==> src/rtl/hmac_pkg.sv <==
package hmac_pkg;
  typedef enum logic [2:0] {
    OP_MLA16  = 3'd0,
    OP_MLAL16 = 3'd1,
    OP_MLAW   = 3'd2,
    OP_MUL16  = 3'd3,
    OP_MULW   = 3'd4
  } hmacOp_t;

  typedef struct packed {
    logic capture;
    logic accumulate;
    logic longForm;
    logic wideOp;
    logic ovfEnable;
  } hmacStrb_t;
endpackage

==> src/rtl/hmac_ctrl.sv <==
module hmac_ctrl
  import hmac_pkg::*;
(
  input  logic      clk,
  input  logic      rstN,
  input  logic      inValid,
  input  logic [2:0] opSel,
  input  logic      qClear,
  input  logic      ovfHit,
  output hmacStrb_t strb,
  output logic      outValid,
  output logic      qFlag
);
  always_comb begin
    strb = '0;
    case (hmacOp_t'(opSel))
      OP_MLA16:  strb = '{capture: inValid, accumulate: 1'b1, longForm: 1'b0, wideOp: 1'b0, ovfEnable: 1'b1};
      OP_MLAL16: strb = '{capture: inValid, accumulate: 1'b1, longForm: 1'b1, wideOp: 1'b0, ovfEnable: 1'b0};
      OP_MLAW:   strb = '{capture: inValid, accumulate: 1'b1, longForm: 1'b0, wideOp: 1'b1, ovfEnable: 1'b1};
      OP_MUL16:  strb = '{capture: inValid, accumulate: 1'b0, longForm: 1'b0, wideOp: 1'b0, ovfEnable: 1'b0};
      OP_MULW:   strb = '{capture: inValid, accumulate: 1'b0, longForm: 1'b0, wideOp: 1'b1, ovfEnable: 1'b0};
      default:   strb = '0;
    endcase
  end

  always_ff @(posedge clk) begin
    if (!rstN) begin
      outValid <= 1'b0;
      qFlag    <= 1'b0;
    end else begin
      outValid <= strb.capture;
      qFlag    <= (qFlag & ~qClear) | ovfHit;
    end
  end


  out_valid_chk: assert property (@(posedge clk) disable iff (!rstN)
    strb.capture |=> outValid);

  no_valid_chk: assert property (@(posedge clk) disable iff (!rstN)
    !strb.capture |=> !outValid);

  q_sticky_chk: assert property (@(posedge clk) disable iff (!rstN)
    (qFlag && !qClear) |=> qFlag);

  q_clear_chk: assert property (@(posedge clk) disable iff (!rstN)
    (qClear && !ovfHit) |=> !qFlag);

  q_only_acc32_chk: assert property (@(posedge clk) disable iff (!rstN)
    (!qFlag && !(strb.capture && strb.ovfEnable)) |=> !qFlag);
endmodule

==> src/rtl/hmac_dp.sv <==
module hmac_dp
  import hmac_pkg::*;
#(
  parameter int DATA_W = 32
) (
  input  logic              clk,
  input  logic              rstN,
  input  hmacStrb_t         strb,
  input  logic              xTop,
  input  logic              yTop,
  input  logic [DATA_W-1:0] opA,
  input  logic [DATA_W-1:0] opB,
  input  logic [DATA_W-1:0] accLo,
  input  logic [DATA_W-1:0] accHi,
  output logic              ovfHit,
  output logic [DATA_W-1:0] resLo,
  output logic [DATA_W-1:0] resHi
);
  localparam int HALF_W = DATA_W / 2;
  localparam int WIDE_W = DATA_W + HALF_W;
  localparam int LONG_W = 2 * DATA_W;

  logic signed [HALF_W-1:0] halfA, halfB;
  logic signed [DATA_W-1:0] prodHalf, prodWord, prodSel, addend, sum32;
  logic signed [WIDE_W-1:0] prodFull;
  logic [LONG_W-1:0]        sum64;
  logic                     rawOvf;

  assign halfA    = xTop ? opA[DATA_W-1:HALF_W] : opA[HALF_W-1:0];
  assign halfB    = yTop ? opB[DATA_W-1:HALF_W] : opB[HALF_W-1:0];
  assign prodHalf = halfA * halfB;
  assign prodFull = $signed(opA) * halfB;
  assign prodWord = DATA_W'(prodFull >>> HALF_W);
  assign prodSel  = strb.wideOp ? prodWord : prodHalf;
  assign addend   = strb.accumulate ? $signed(accLo) : '0;
  assign sum32    = prodSel + addend;
  assign sum64    = {accHi, accLo} + LONG_W'(prodHalf);
  assign rawOvf   = (prodSel[DATA_W-1] == addend[DATA_W-1]) &&
                    (sum32[DATA_W-1] != prodSel[DATA_W-1]);
  assign ovfHit   = strb.capture & strb.ovfEnable & rawOvf;

  always_ff @(posedge clk) begin
    if (!rstN) begin
      resLo <= '0;
      resHi <= '0;
    end else if (strb.capture) begin
      resLo <= strb.longForm ? sum64[DATA_W-1:0] : sum32;
      resHi <= strb.longForm ? sum64[LONG_W-1:DATA_W] : '0;
    end
  end


  hold_chk: assert property (@(posedge clk) disable iff (!rstN)
    !strb.capture |=> ($stable(resLo) && $stable(resHi)));

  short_hi_chk: assert property (@(posedge clk) disable iff (!rstN)
    (strb.capture && !strb.longForm) |=> (resHi == '0));
endmodule

==> src/rtl/hmac_unit.sv <==
module hmac_unit
  import hmac_pkg::*;
#(
  parameter int DATA_W = 32
) (
  input  logic              clk,
  input  logic              rstN,
  input  logic              inValid,
  input  logic [2:0]        opSel,
  input  logic              xTop,
  input  logic              yTop,
  input  logic [DATA_W-1:0] opA,
  input  logic [DATA_W-1:0] opB,
  input  logic [DATA_W-1:0] accLo,
  input  logic [DATA_W-1:0] accHi,
  input  logic              qClear,
  output logic              outValid,
  output logic [DATA_W-1:0] resLo,
  output logic [DATA_W-1:0] resHi,
  output logic              qFlag
);
  hmacStrb_t strb;
  logic      ovfHit;

  hmac_ctrl ctrl_i (
    .clk(clk), .rstN(rstN), .inValid(inValid), .opSel(opSel), .qClear(qClear),
    .ovfHit(ovfHit), .strb(strb), .outValid(outValid), .qFlag(qFlag)
  );

  hmac_dp #(.DATA_W(DATA_W)) dp_i (
    .clk(clk), .rstN(rstN), .strb(strb), .xTop(xTop), .yTop(yTop),
    .opA(opA), .opB(opB), .accLo(accLo), .accHi(accHi),
    .ovfHit(ovfHit), .resLo(resLo), .resHi(resHi)
  );
endmodule

==> config.mk <==
export PLATFORM = sky130hd
export DESIGN_NAME = hmac_unit
export DESIGN_NICKNAME = d
export VERILOG_FILES = /design/src/rtl/hmac_pkg.sv /design/src/rtl/hmac_ctrl.sv /design/src/rtl/hmac_dp.sv /design/src/rtl/hmac_unit.sv
export SDC_FILE = /design/constraint.sdc
export NUM_CORES = 2
export LEC_CHECK = 0
export BUFFER_PORTS_ARGS = -buffer_cell sky130_fd_sc_hd__buf_2
export CORE_AREA = 5 5 228 285
export DETAILED_ROUTE_END_ITERATION = 10
export DIE_AREA = 0 0 233 290
export PLACE_DENSITY_LB_ADDON = 0.05
export SYNTH_ARGS = -nofsm -noshare
export SYNTH_HDL_FRONTEND = slang
export SYNTH_SLANG_ARGS = --single-unit
==> constraint.sdc <==
create_clock -name clk -period 19.05 [get_ports clk]
set_clock_uncertainty 0.05 [all_clocks]
set_input_delay 1.905 -clock clk [delete_from_list [all_inputs] [get_ports clk]]
set_output_delay 1.905 -clock clk [all_outputs]
set_load 0.1 [all_outputs]
### Word level (Yosys, flattened, before mapping)

Cells that the tools add are included.

* add/sub/neg operators: 2
* multipliers: 2
* eq/ne operators: 6
* muxes and demuxes: 7
* bitwise gates (word level): 5
* reduce and logical (&&, ||, !) cells: 2

Operators by type and width (count)
* 32-bit 2-to-1 mux: 4
* 64-bit adder: 1
* 32-bit by 16-bit multiplier with 48-bit output: 1
* 32-bit adder: 1
* 16-bit by 16-bit multiplier with 32-bit output: 1
* 16-bit 2-to-1 mux: 2
* 5-bit case mux with 5 select lines: 1
* 3-bit by 2-bit equality test with 1-bit output, second input constant: 2
* 1-bit AND: 3
* 3-bit by 1-bit equality test with 1-bit output, second input constant: 1
* 3-bit equality test, second input constant: 1
* 3-bit logical NOT: 1
* 1-bit equality test: 1
* 1-bit logical AND: 1
* 1-bit inequality test: 1
* 1-bit inverter: 1
* 1-bit bitwise OR: 1

* flip-flop bits (word level): 66
* bits of input ports: 137
* output and inout port bits: 66
* logic and storage cells: 28

### Depth between registers and ports, before layout

* depth in word-level cells: 8
* mapped depth: 40
* mapped depth without buffers: 36

### Cells and area by module

From an unflattened synthesis, not the netlist that was laid out.

* cells, all modules: 4197
* area total of the unflattened synthesis: 35471.5 µm²

By module, submodules not included
* hmac_dp: times used 1, cells an instance 4185, area each 35371.4 µm², seq. area each 1281.2 µm²
* hmac_ctrl: times used 1, cells an instance 12, area each 100.1 µm², seq. area each 40.0 µm²

### Least setup slack after synthesis

Ideal clock, no wire load.

* kind: in2reg
* start: input port xTop
* end: register dp_i.resHi[28]
* setup time: 0.127 ns
* arrival: 11.450 ns
* required time: 18.873 ns
* slack: 7.423 ns
* stages: 35
* path buffers: 4
* path through: clkbuf_1 > buf_1 > buf_1 > mux2i_1 > nor2_1 > fa_1 > inv_1 > fa_1 > inv_1 > fa_1 > inv_1 > fa_1 > fa_1 > inv_1 > fa_1 > ha_1 > a21o_1 > a21oi_1 > nor3_1 > or4_1 > o211ai_1 > a21oi_1 > nor2_1 > ha_1 > clkbuf_8 > a21oi_1 > o21ai_1 > a221o_1 > a31oi_1 > nor2_1 > a211oi_1 > o31ai_4 > a41oi_1 > xor2_1 > o21ai_1

* word-level cells in the longest chain between the ends: 4

Ends and longest elaborated chain
* start: declaration: line hmac_unit.sv:10 `input logic xTop,`
* 16-bit 2-to-1 mux: line hmac_dp.sv:29 `assign halfA = xTop ? opA[DATA_W-1:HALF_W] : opA[HALF_W-1:0];`
* 16-bit by 16-bit multiplier with 32-bit output: line hmac_dp.sv:31 `assign prodHalf = halfA * halfB;`
* 64-bit adder: line hmac_dp.sv:37 `assign sum64 = {accHi, accLo} + LONG_W'(prodHalf);`
* 32-bit 2-to-1 mux: line hmac_dp.sv:48 `resHi <= strb.longForm ? sum64[LONG_W-1:DATA_W] : '0;`
* end signal: assignment: line hmac_dp.sv:48
* end: declaration: line hmac_dp.sv:17 `output logic [DATA_W-1:0] resHi`

Every way passes these cells.
A chain may end at the register's enable or synchronous reset.

### Worst setup path after layout

* start: input port yTop
* end: register dp_i.resLo[26]

* word-level cells in the longest chain between the ends: 5
* elaborated cells between the ends (all ways): 7
* those cells by class: add/sub: 2; mul: 2; mux: 3

Ends and longest elaborated chain
* start: declaration: line hmac_unit.sv:11 `input logic yTop,`
* 16-bit 2-to-1 mux (*): line hmac_dp.sv:30 `assign halfB = yTop ? opB[DATA_W-1:HALF_W] : opB[HALF_W-1:0];`
* 32-bit by 16-bit multiplier with 48-bit output / 16-bit by 16-bit multiplier with 32-bit output (equally long branches): line hmac_dp.sv:32, hmac_dp.sv:31
* 32-bit 2-to-1 mux: line hmac_dp.sv:34 `assign prodSel = strb.wideOp ? prodWord : prodHalf;`
* 32-bit adder: line hmac_dp.sv:36 `assign sum32 = prodSel + addend;`
* 32-bit 2-to-1 mux (*): line hmac_dp.sv:47 `resLo <= strb.longForm ? sum64[DATA_W-1:0] : sum32;`
* end signal: assignment: line hmac_dp.sv:47
* end: declaration: line hmac_dp.sv:16 `output logic [DATA_W-1:0] resLo,`

Every way passes the cells marked *; elsewhere a longest branch is shown, timed or not.

==> impl_metrics.csv <==
group,metric,value,unit
outcome,status,"finished clean",
grt,grt_pass1_vias,30774,
floorplan,die_x,233,µm
sta,setup_tns,0,ns
sta,slew_headroom,0.181,
clock_network,postCtsSetupBuffers,0,
clock_network,clock-sinks,66,
synth,synth.area.mux_share,0.0200,
detailed_routing,drt_wl_total,102,mm
synth,ys_seq_area_frac,0.0371,
setup_path,rrSetupSlack,18.16,ns
clock_network,cts_hold_buf,0,
sta,fmax,78.6,MHz
synth,ys.flop_type,"dfxtp_1",
clock_network,ctsLongestPathBuffers,2,
clock_network,cts_htree_levels,3,
floorplan,initial_core_util,0.576,
synth,synth-xor-area-share,0.0384,
sta,fin_crit,12.72,ns
clock_network,cts_tree,"done",
floorplan,num_rows,102,
grt,antenna_found_initial,6,
setup_path,crit_slowest_cell,"clkinv_1",
clock_network,cts_buffers,9,
setup_path,worst-setup-path-type,"in -> reg",
floorplan,io_pins,203,
synth,synth_top_family_by_area,"adder cells",
synth,synthSimpleGateAreaFrac,0.155,
grt,globalRouteOverflowTotal,0,
sta,setup_viol,0,
synth,netlist.area_leader.share,0.421,
final_layout,mostFrequentLayoutCells,"inv_1, fa_1, nand2_1, ha_1, and2_1",
synth,ys_seq_elements,66,
grt,track_usage,0.311,
setup_path,cp_max_fo,27,
final_layout,final_util,0.605,
final_layout,nNetsFinal,5434,
placement,place_ws,6.03,ns
sta,tightest_slew,1.23,ns
final_layout,final_common_cell,"inv_1",
floorplan,die_y,290,µm
setup_path,startpoint,"yTop",
detailed_routing,drc,0,
synth,yosys.area.top_type,"fa_1",
detailed_routing,routed-via-count,28468,
job,max_cap_viol_count,0,
detailed_routing,avgViaCountPerCell,5.58,
grt,grt_pass1_wl,166,mm
worst_hold_path,hold_depth,2,
synth,synth_compound_area_frac,0.110,
synth,syn_avg_cell_area,8.47,µm²
placement,place_congestion,0.962,
synth,synth_edf_count,0,
setup_path,endpoint,"dp_i.resLo[26]",
detailed_routing,antenna_left,0,
setup_path,worst_setup_path_start_kind,"input pin",
sta,rsz0062_at_grt,"no",
clock_network,cts_root_buf,"clkbuf_16",
synth,synthesis.nets,5377,
final_layout,fin_cells,5100,
synth,synth.distinct_cells,90,
floorplan,core_area,61800,µm²
synth,yosys.area_share.adder,0.522,
final_layout,drive_above_1_share,0.0757,
grt,grt_max_degree,49,
synth,syn_area,35600,µm²
setup_path,r2r_cells,3,
synth,synthCells,4203,
setup_path,critPathMaxStageDelay,1.00,ns
sta,hold_violations,0,
synth,ys_top_cells_by_area,"fa_1, ha_1, inv_1, nand2_1, dfxtp_1",
sta,slew_viol_final,0,
clock_network,clock_latency,0.35,ns
detailed_routing,dr.pass1.iters,7,
worst_hold_path,hold_path_class,"reg -> reg",
placement,dp_hpwl,83.4,mm
setup_path,cp-end-kind,"register",
sta,post-route-period-util,0.668,
sta,timing.final.ws_setup,6.33,ns
setup_path,cpMostUsedCell,"fa_1",
clock_network,cts_resized,0,
setup_path,arrival,12.89,ns
synth,yosysWarnings,0,
placement,place_inst,5081,
final_layout,syn_to_final_growth,5.05,%
synth,async_flop_share,0,
floorplan,die-area,67600,µm²
placement,io_buffers,202,
setup_path,worst-endpoint-required,19.22,ns
setup_path,rr_endpoint,"dp_i.resLo[17]",
detailed_routing,routedWlPerCell,20.1,µm
clock_network,path_clk_slew,0.06,ns
setup_path,reg2reg_from,"dp_i.resLo[17]",
detailed_routing,drt-initial-drc-count,1397,
worst min path at each step:
stage                    from  slack, ns              to
6_report        dp_i.resHi[4]       0.39   dp_i.resHi[4]
5_1_grt        dp_i.resHi[26]       0.41  dp_i.resHi[26]
4_1_cts        dp_i.resHi[25]       0.40  dp_i.resHi[25]
3_5_place_dp    dp_i.resHi[4]       0.39   dp_i.resHi[4]
3_3_place_gp    dp_i.resHi[4]       0.38   dp_i.resHi[4]
2_1_floorplan  dp_i.resHi[13]       0.82  dp_i.resHi[13]
cells in the mapped netlist, types with 37 or more instances:
master,instances
o21bai_1,38
nand2_1,581
a21oi_1,165
xnor2_1,104
nor2b_1,45
o21ai_0,119
inv_1,891
mux2_2,37
nor2_1,194
ha_1,288
and2_1,203
a21o_1,69
xor2_1,52
fa_1,749
dfxtp_1,66
clkbuf_1,166
critical path: cells and delay by family:
kind / cells / cell delay (ns)
mux: 1 / 0.65
compound gates: 13 / 2.77
buf+inv: 4 / 1.70
simple gates: 6 / 1.45
fa+ha+maj: 8 / 3.83
xor+xnor: 1 / 0.56
sequential cells by signal, summed over array words and instances, names as in the netlist:
| name | count |
|---|---|
| dp_i.resHi | 32 |
| dp_i.resLo | 32 |
| ctrl_i.qFlag | 1 |
| ctrl_i.outValid | 1 |
metal layers:
metal	GRT usage	vias to the layer above	part of all wire
met1	0.392	14305	0.40
li1	-	13081	-
met5	0	-	0.00046
met2	0.553	837	0.51
met3	0.0330	237	0.051
met4	0.111	8	0.042
kinds of logic (layout without fill, tap and decap cells):
group,count (synthesis),after routing
AND/OR/NAND/NOR,1195,1195
other,0,3
multiplexers,66,66
AO/OA/AOI/OAI,602,602
flip-flops,66,66
XOR/XNOR,156,156
adder cells (fa/ha/maj),1037,1037
buffers and inverters,1081,1143
layout make-up:
type                            instances  area, µm²
Tap cell                              832       1040
Timing Repair Buffer                  234       1250
Clock inverter                          3       15.0
Clock buffer                           13        250
Antenna cell                            3       7.51
Sequential cell                        66       1320
Inverter                              893       3350
Fill cell                            5797      24400
Multi-Input combinational cell       3056      30200
through the flow:
stage | hold WS (ns) | instance area [µm²]
3_3_place_gp | 0.382 | 37100
4_1_cts | 0.399 | 37400
5_1_grt | 0.411 | 37400
3_5_place_dp | 0.387 | 37100
6_report | 0.394 | 37400
2_1_floorplan | 0.818 | 35600
Power is not shown: default switching activity piles up to over one toggle a cycle in this logic, so the estimate is an artifact.
